==> src/rtl/lor_adder_pkg.sv <==
package lor_adder_pkg;
    localparam int unsigned DEF_WIDTH  = 16;
    localparam int unsigned DEF_LOW    = 4;

    // Two's-complement negation of a non-negative value, no multiply
    function automatic logic [DEF_LOW:0] neg_small(input logic [DEF_LOW-1:0] v);
        return (~{1'b0, v}) + {{DEF_LOW{1'b0}}, 1'b1};
    endfunction
endpackage

==> src/rtl/lor_full_adder.sv <==
module lor_full_adder (
    input  logic x_i,
    input  logic y_i,
    input  logic c_i,
    output logic s_o,
    output logic c_o
);
    always_comb begin
        s_o = x_i ^ y_i ^ c_i;
        c_o = (x_i & y_i) | (c_i & (x_i ^ y_i));
    end
endmodule

==> src/rtl/lor_ripple_chain.sv <==
module lor_ripple_chain #(
    parameter int unsigned BITS = 12
) (
    input  logic [BITS-1:0] x_i,
    input  logic [BITS-1:0] y_i,
    output logic [BITS-1:0] s_o,
    output logic            c_o
);
    logic [BITS:0] carry_d;

    // chain starts with no carry in
    assign carry_d[0] = 1'b0;

    for (genvar k = 0; k < BITS; k++) begin : g_cell
        lor_full_adder u_fa (
            .x_i (x_i[k]),
            .y_i (y_i[k]),
            .c_i (carry_d[k]),
            .s_o (s_o[k]),
            .c_o (carry_d[k+1])
        );
    end

    assign c_o = carry_d[BITS];
endmodule

==> src/rtl/lor_low_segment.sv <==
module lor_low_segment #(
    parameter int unsigned BITS = 4
) (
    input  logic [BITS-1:0] x_i,
    input  logic [BITS-1:0] y_i,
    output logic [BITS-1:0] or_o,
    output logic [BITS:0]   dev_o
);
    logic [BITS-1:0] overlap_d;

    always_comb begin
        or_o      = x_i | y_i;
        overlap_d = x_i & y_i;
        dev_o     = (~{1'b0, overlap_d}) + {{BITS{1'b0}}, 1'b1};
    end
endmodule

==> src/rtl/lor_adder.sv <==
module lor_adder #(
    parameter int unsigned WIDTH = lor_adder_pkg::DEF_WIDTH,
    parameter int unsigned LOW   = lor_adder_pkg::DEF_LOW
) (
    input  logic [WIDTH-1:0] op_a,
    input  logic [WIDTH-1:0] op_b,
    output logic [WIDTH-1:0] sum,
    output logic             carry_out,
    output logic [LOW:0]     deviation
);
    localparam int unsigned HIGH = WIDTH - LOW;

    logic [LOW-1:0]  low_d;
    logic [HIGH-1:0] high_d;
    logic            cout_d;
    logic [LOW:0]    dev_d;

    lor_low_segment #(.BITS(LOW)) u_low (
        .x_i   (op_a[LOW-1:0]),
        .y_i   (op_b[LOW-1:0]),
        .or_o  (low_d),
        .dev_o (dev_d)
    );

    lor_ripple_chain #(.BITS(HIGH)) u_high (
        .x_i (op_a[WIDTH-1:LOW]),
        .y_i (op_b[WIDTH-1:LOW]),
        .s_o (high_d),
        .c_o (cout_d)
    );

    always_comb begin
        sum       = {high_d, low_d};
        carry_out = cout_d;
        deviation = dev_d;
    end

    // Assertions: checked on every change of the operands
    logic [WIDTH:0]   exact_chk;
    logic [WIDTH:0]   approx_chk;
    logic [LOW-1:0]   ovl_chk;
    logic [WIDTH:0]   diff_chk;

    always_comb begin
        exact_chk  = {1'b0, op_a} + {1'b0, op_b};
        approx_chk = {carry_out, sum};
        ovl_chk    = op_a[LOW-1:0] & op_b[LOW-1:0];
        diff_chk   = approx_chk - exact_chk;


        low_or_chk: assert (sum[LOW-1:0] == (op_a[LOW-1:0] | op_b[LOW-1:0]))
            else $error("low segment is not the OR of the operands");


        exact_identity_chk: assert (approx_chk + {{(WIDTH+1-LOW){1'b0}}, ovl_chk} == exact_chk)
            else $error("approximate plus overlap differs from exact sum");


        err_range_chk: assert ($signed(diff_chk) <= 0 && $signed(diff_chk) >= -$signed({1'b0, {LOW{1'b1}}}))
            else $error("error outside the allowed range");


        zero_err_chk: assert ((ovl_chk != '0) || (approx_chk == exact_chk))
            else $error("nonzero error with disjoint low segments");


        dev_match_chk: assert (deviation == diff_chk[LOW:0])
            else $error("deviation does not match actual error");
    end
endmodule

==> config.mk <==
export PLATFORM = sky130hd
export DESIGN_NAME = lor_adder
export DESIGN_NICKNAME = d
export VERILOG_FILES = /design/src/rtl/lor_adder_pkg.sv /design/src/rtl/lor_full_adder.sv /design/src/rtl/lor_ripple_chain.sv /design/src/rtl/lor_low_segment.sv /design/src/rtl/lor_adder.sv
export SDC_FILE = /design/constraint.sdc
export NUM_CORES = 1
export LEC_CHECK = 0
export ABC_AREA = 1
export BUFFER_PORTS_ARGS = -buffer_cell sky130_fd_sc_hd__buf_2
export CORE_MARGIN = 1.5
export CORE_UTILIZATION = 35
export DETAILED_ROUTE_END_ITERATION = 12
export PLACE_DENSITY = 0.83
export SLEW_MARGIN = 40
export SYNTH_ARGS = -nofsm -noshare
export SYNTH_HDL_FRONTEND = slang
export SYNTH_SLANG_ARGS = --single-unit
==> constraint.sdc <==
create_clock -name vclk -period 7.3
set_input_delay 0.73 -clock vclk [all_inputs]
set_output_delay 0.73 -clock vclk [all_outputs]
set_load 0.01 [all_outputs]
==> implementation parameters <==
Parameter                              Value

Clock tree
  Post-CTS setup-driven buffer insertion count ... 0
  Number of buffers inserted by hold repair at cts ... 0
  Quantity of gates resized following cts ... 0

STA
  Worst Max-Slew Pin Slew ... 0.140 ns
  Final-report max-slew violation count ... 0
  FMAX ... 0.163 GHz
  Setup tns final ... 0 ns
  Total count of hold-check failures in the final report ... 0
  Final setup violation count ... 0
  Worst-case headroom to the max-slew limit ... 0.906
  Setup repair after global routing missed its margin ... false
  Crit path time final ... 6.13 ns
  Period Utilization, post-route ... 0.840

GRT
  Global-route track usage on met1 ... 0.158
  GRT overflow ... 0
  GRT met3 Usage ... 0.0114
  Total GRT Usage ... 0.123
  Initial antenna violation count ... 0
  Pin count of the biggest net entering global routing ... 5
  First-pass GRT wire length ... 1350 µm
  Busiest metal layer after global routing ... met2
  Vias in the first global route ... 341
  Grt met2 use ... 0.233

Routing
  Remaining number of nets flagged by the antenna check after routing ... 0
  DRT iter0 DRCs ... 0
  Number of remaining DRC errors ... 0
  First-pass detailed-route iteration total ... 1
  Via count ... 435
  Vias per inst ... 4.07
  Post-DR wirelength/cell ... 8.89 µm
  Total wire length ... 951 µm

Logic synthesis
  Number of warnings issued by yosys ... 0
  Cell taking the most area after synthesis ... sky130_fd_sc_hd__fa_1
  Post-synth cell types ... 12
  Fraction of post-synthesis cell area in the top cell type by area ... 0.476
  Sequential-to-total area share from yosys stat ... 0
  Syn_nets ... 96
  Cell count after synthesis ... 51
  Post-synthesis cell area ... 463 µm²
  Syn Area/Cell ... 9.08 µm²
  Main area contributors after synthesis ... sky130_fd_sc_hd__fa_1 (48%), sky130_fd_sc_hd__buf_4 (19%), sky130_fd_sc_hd__inv_1 (9.7%)

Setup path
  Category of the most critical setup path ... input port to output port
  Data arrival, critical path ... 5.40 ns
  Required time of the critical path ... 6.57 ns
  Library cell appearing most often on the critical path ... sky130_fd_sc_hd__fa_1
  Endpoint kind of the worst setup timing path ... output port
  Cells traversed along the worst timing path ... buf_2 -> ha_1 -> fa_1 -> fa_1 -> fa_1 -> fa_1 -> fa_1 -> fa_1 -> fa_1 -> fa_1 -> inv_1 -> fa_1 -> inv_1 -> fa_1 -> inv_1 -> fa_1 -> inv_1 -> buf_2
  Crit-path slowest cell ... sky130_fd_sc_hd__fa_1
  Kind of launch point of the worst setup path ... input port
  Maximum net fanout on the critical path ... 1
  Peak per-stage delay on the critical path ... 0.40 ns

Finish
  Clock buffer count ... 0
  FF/Latch Area ... 0 µm²
  Syn-to-layout area delta ... 42.7%
  Final antenna diode count ... 0
  FFs & Latches ... 0
  # nets final ... 140
  Filler instances ... 109
  Share of cells above drive strength 1 ... 0.634

Floorplan
  Starting Density ... 0.395
  Die W ... 39.4 µm
  Die Height ... 39.4 µm
  FP Rows ... 12
  Area of the placeable core ... 1170 µm²
  Die outline area ... 1550 µm²
  Io pins ... 54

Power and ir drop
  Cell Pwr Density ... 82.8 nW/µm²
  Final total power ... 0.0547 mW
  Max rail drop VDD ... 0.0351 mV
  P_leak ... 0.414 nW

Min path
  Worst Hold Path EP ... sum[3]
  Path class of the lowest-slack min-delay path ... input port to output port
  Hold Path Origin ... op_a[3]
  Number of stages on the worst hold path ... 3

Place
  Number of buffer cells added on primary ports ... 54
  Final HPWL DP ... 940 µm
  Final Wtd Congestion ... 0.681

Outcome
  Status ... complete, no violations

Flow run
  Max-cap violations ... 0
cell families (layout without fill, tap and decap cells):
group,count (synthesis),in the layout,share of synthesized area
buf+inv,24,66,0.292
simple gates,13,13,0.159
xor+xnor,1,1,0.0189
fa+ha+maj,13,13,0.530
through the flow:
step           hold WS, ns  instance area (µm²)   util  setup WS (ns)  instances
3_5_place_dp          1.74                  661  0.564           1.14        107
2_1_floorplan         1.56                  463      -           1.43         51
4_1_cts               1.74                  661  0.564           1.12        107
3_3_place_gp          1.74                  661  0.564           1.21        107
5_1_grt               1.76                  661  0.564          0.881        107
6_report              1.74                  661  0.564           1.17        107
how the worst max path moves through the flow:
stage | startpoint | endpoint | cells past startpoint
after CTS | op_a[4] | sum[15] | 18
final | op_a[4] | sum[15] | 18
after global placement | op_a[4] | sum[15] | 18
after detailed placement | op_a[4] | sum[15] | 18
after floorplan | op_a[4] | sum[15] | 17
after global routing | op_a[4] | sum[15] | 18
power by group:
group / internal (mW) / switching, mW
registers: 0 / 0
logic: 0.0260 / 0.0288
clock network: 0 / 0
total: 0.0260 / 0.0288
routing by layer:
| metal | wire (µm) | share of wire |
|---|---|---|
| met4 | 0 | 0 |
| met5 | 0 | 0 |
| met2 | 449 | 0.47 |
| met3 | 139 | 0.15 |
| met1 | 362 | 0.38 |
cell type report:
cell class	instances	area, µm²	share of cell area
inverter	12	45.0	0.0682
tap	14	17.5	0.0265
multi-input combinational	27	328	0.496
timing repair buffer	54	270	0.409
worst max-delay path, delay by kind of cell:
kind | cells | cell delay, ns
adder cells (fa/ha/maj) | 12 | 4.20
buffers and inverters | 6 | 0.46
cells in the mapped netlist:
| cell type | n |
|---|---|
| sky130_fd_sc_hd__buf_4 | 12 |
| sky130_fd_sc_hd__fa_1 | 11 |
| sky130_fd_sc_hd__ha_1 | 2 |
| sky130_fd_sc_hd__inv_1 | 12 |
| sky130_fd_sc_hd__nand2_1 | 4 |
| sky130_fd_sc_hd__nand2_2 | 2 |
| sky130_fd_sc_hd__nand3_1 | 1 |
| sky130_fd_sc_hd__nand3_2 | 1 |
| sky130_fd_sc_hd__nand4_1 | 1 |
| sky130_fd_sc_hd__or2_1 | 2 |
| sky130_fd_sc_hd__or2_2 | 2 |
| sky130_fd_sc_hd__xor2_1 | 1 |
cells in the final DEF, fill, tap and decap left out, drive strengths merged:
cell type	instances
fa	11
nand3	2
nand2	6
or2	4
xor2	1
inv	12
buf	54
nand4	1
ha	2
Note: power is estimated with default switching activity, not from simulation.
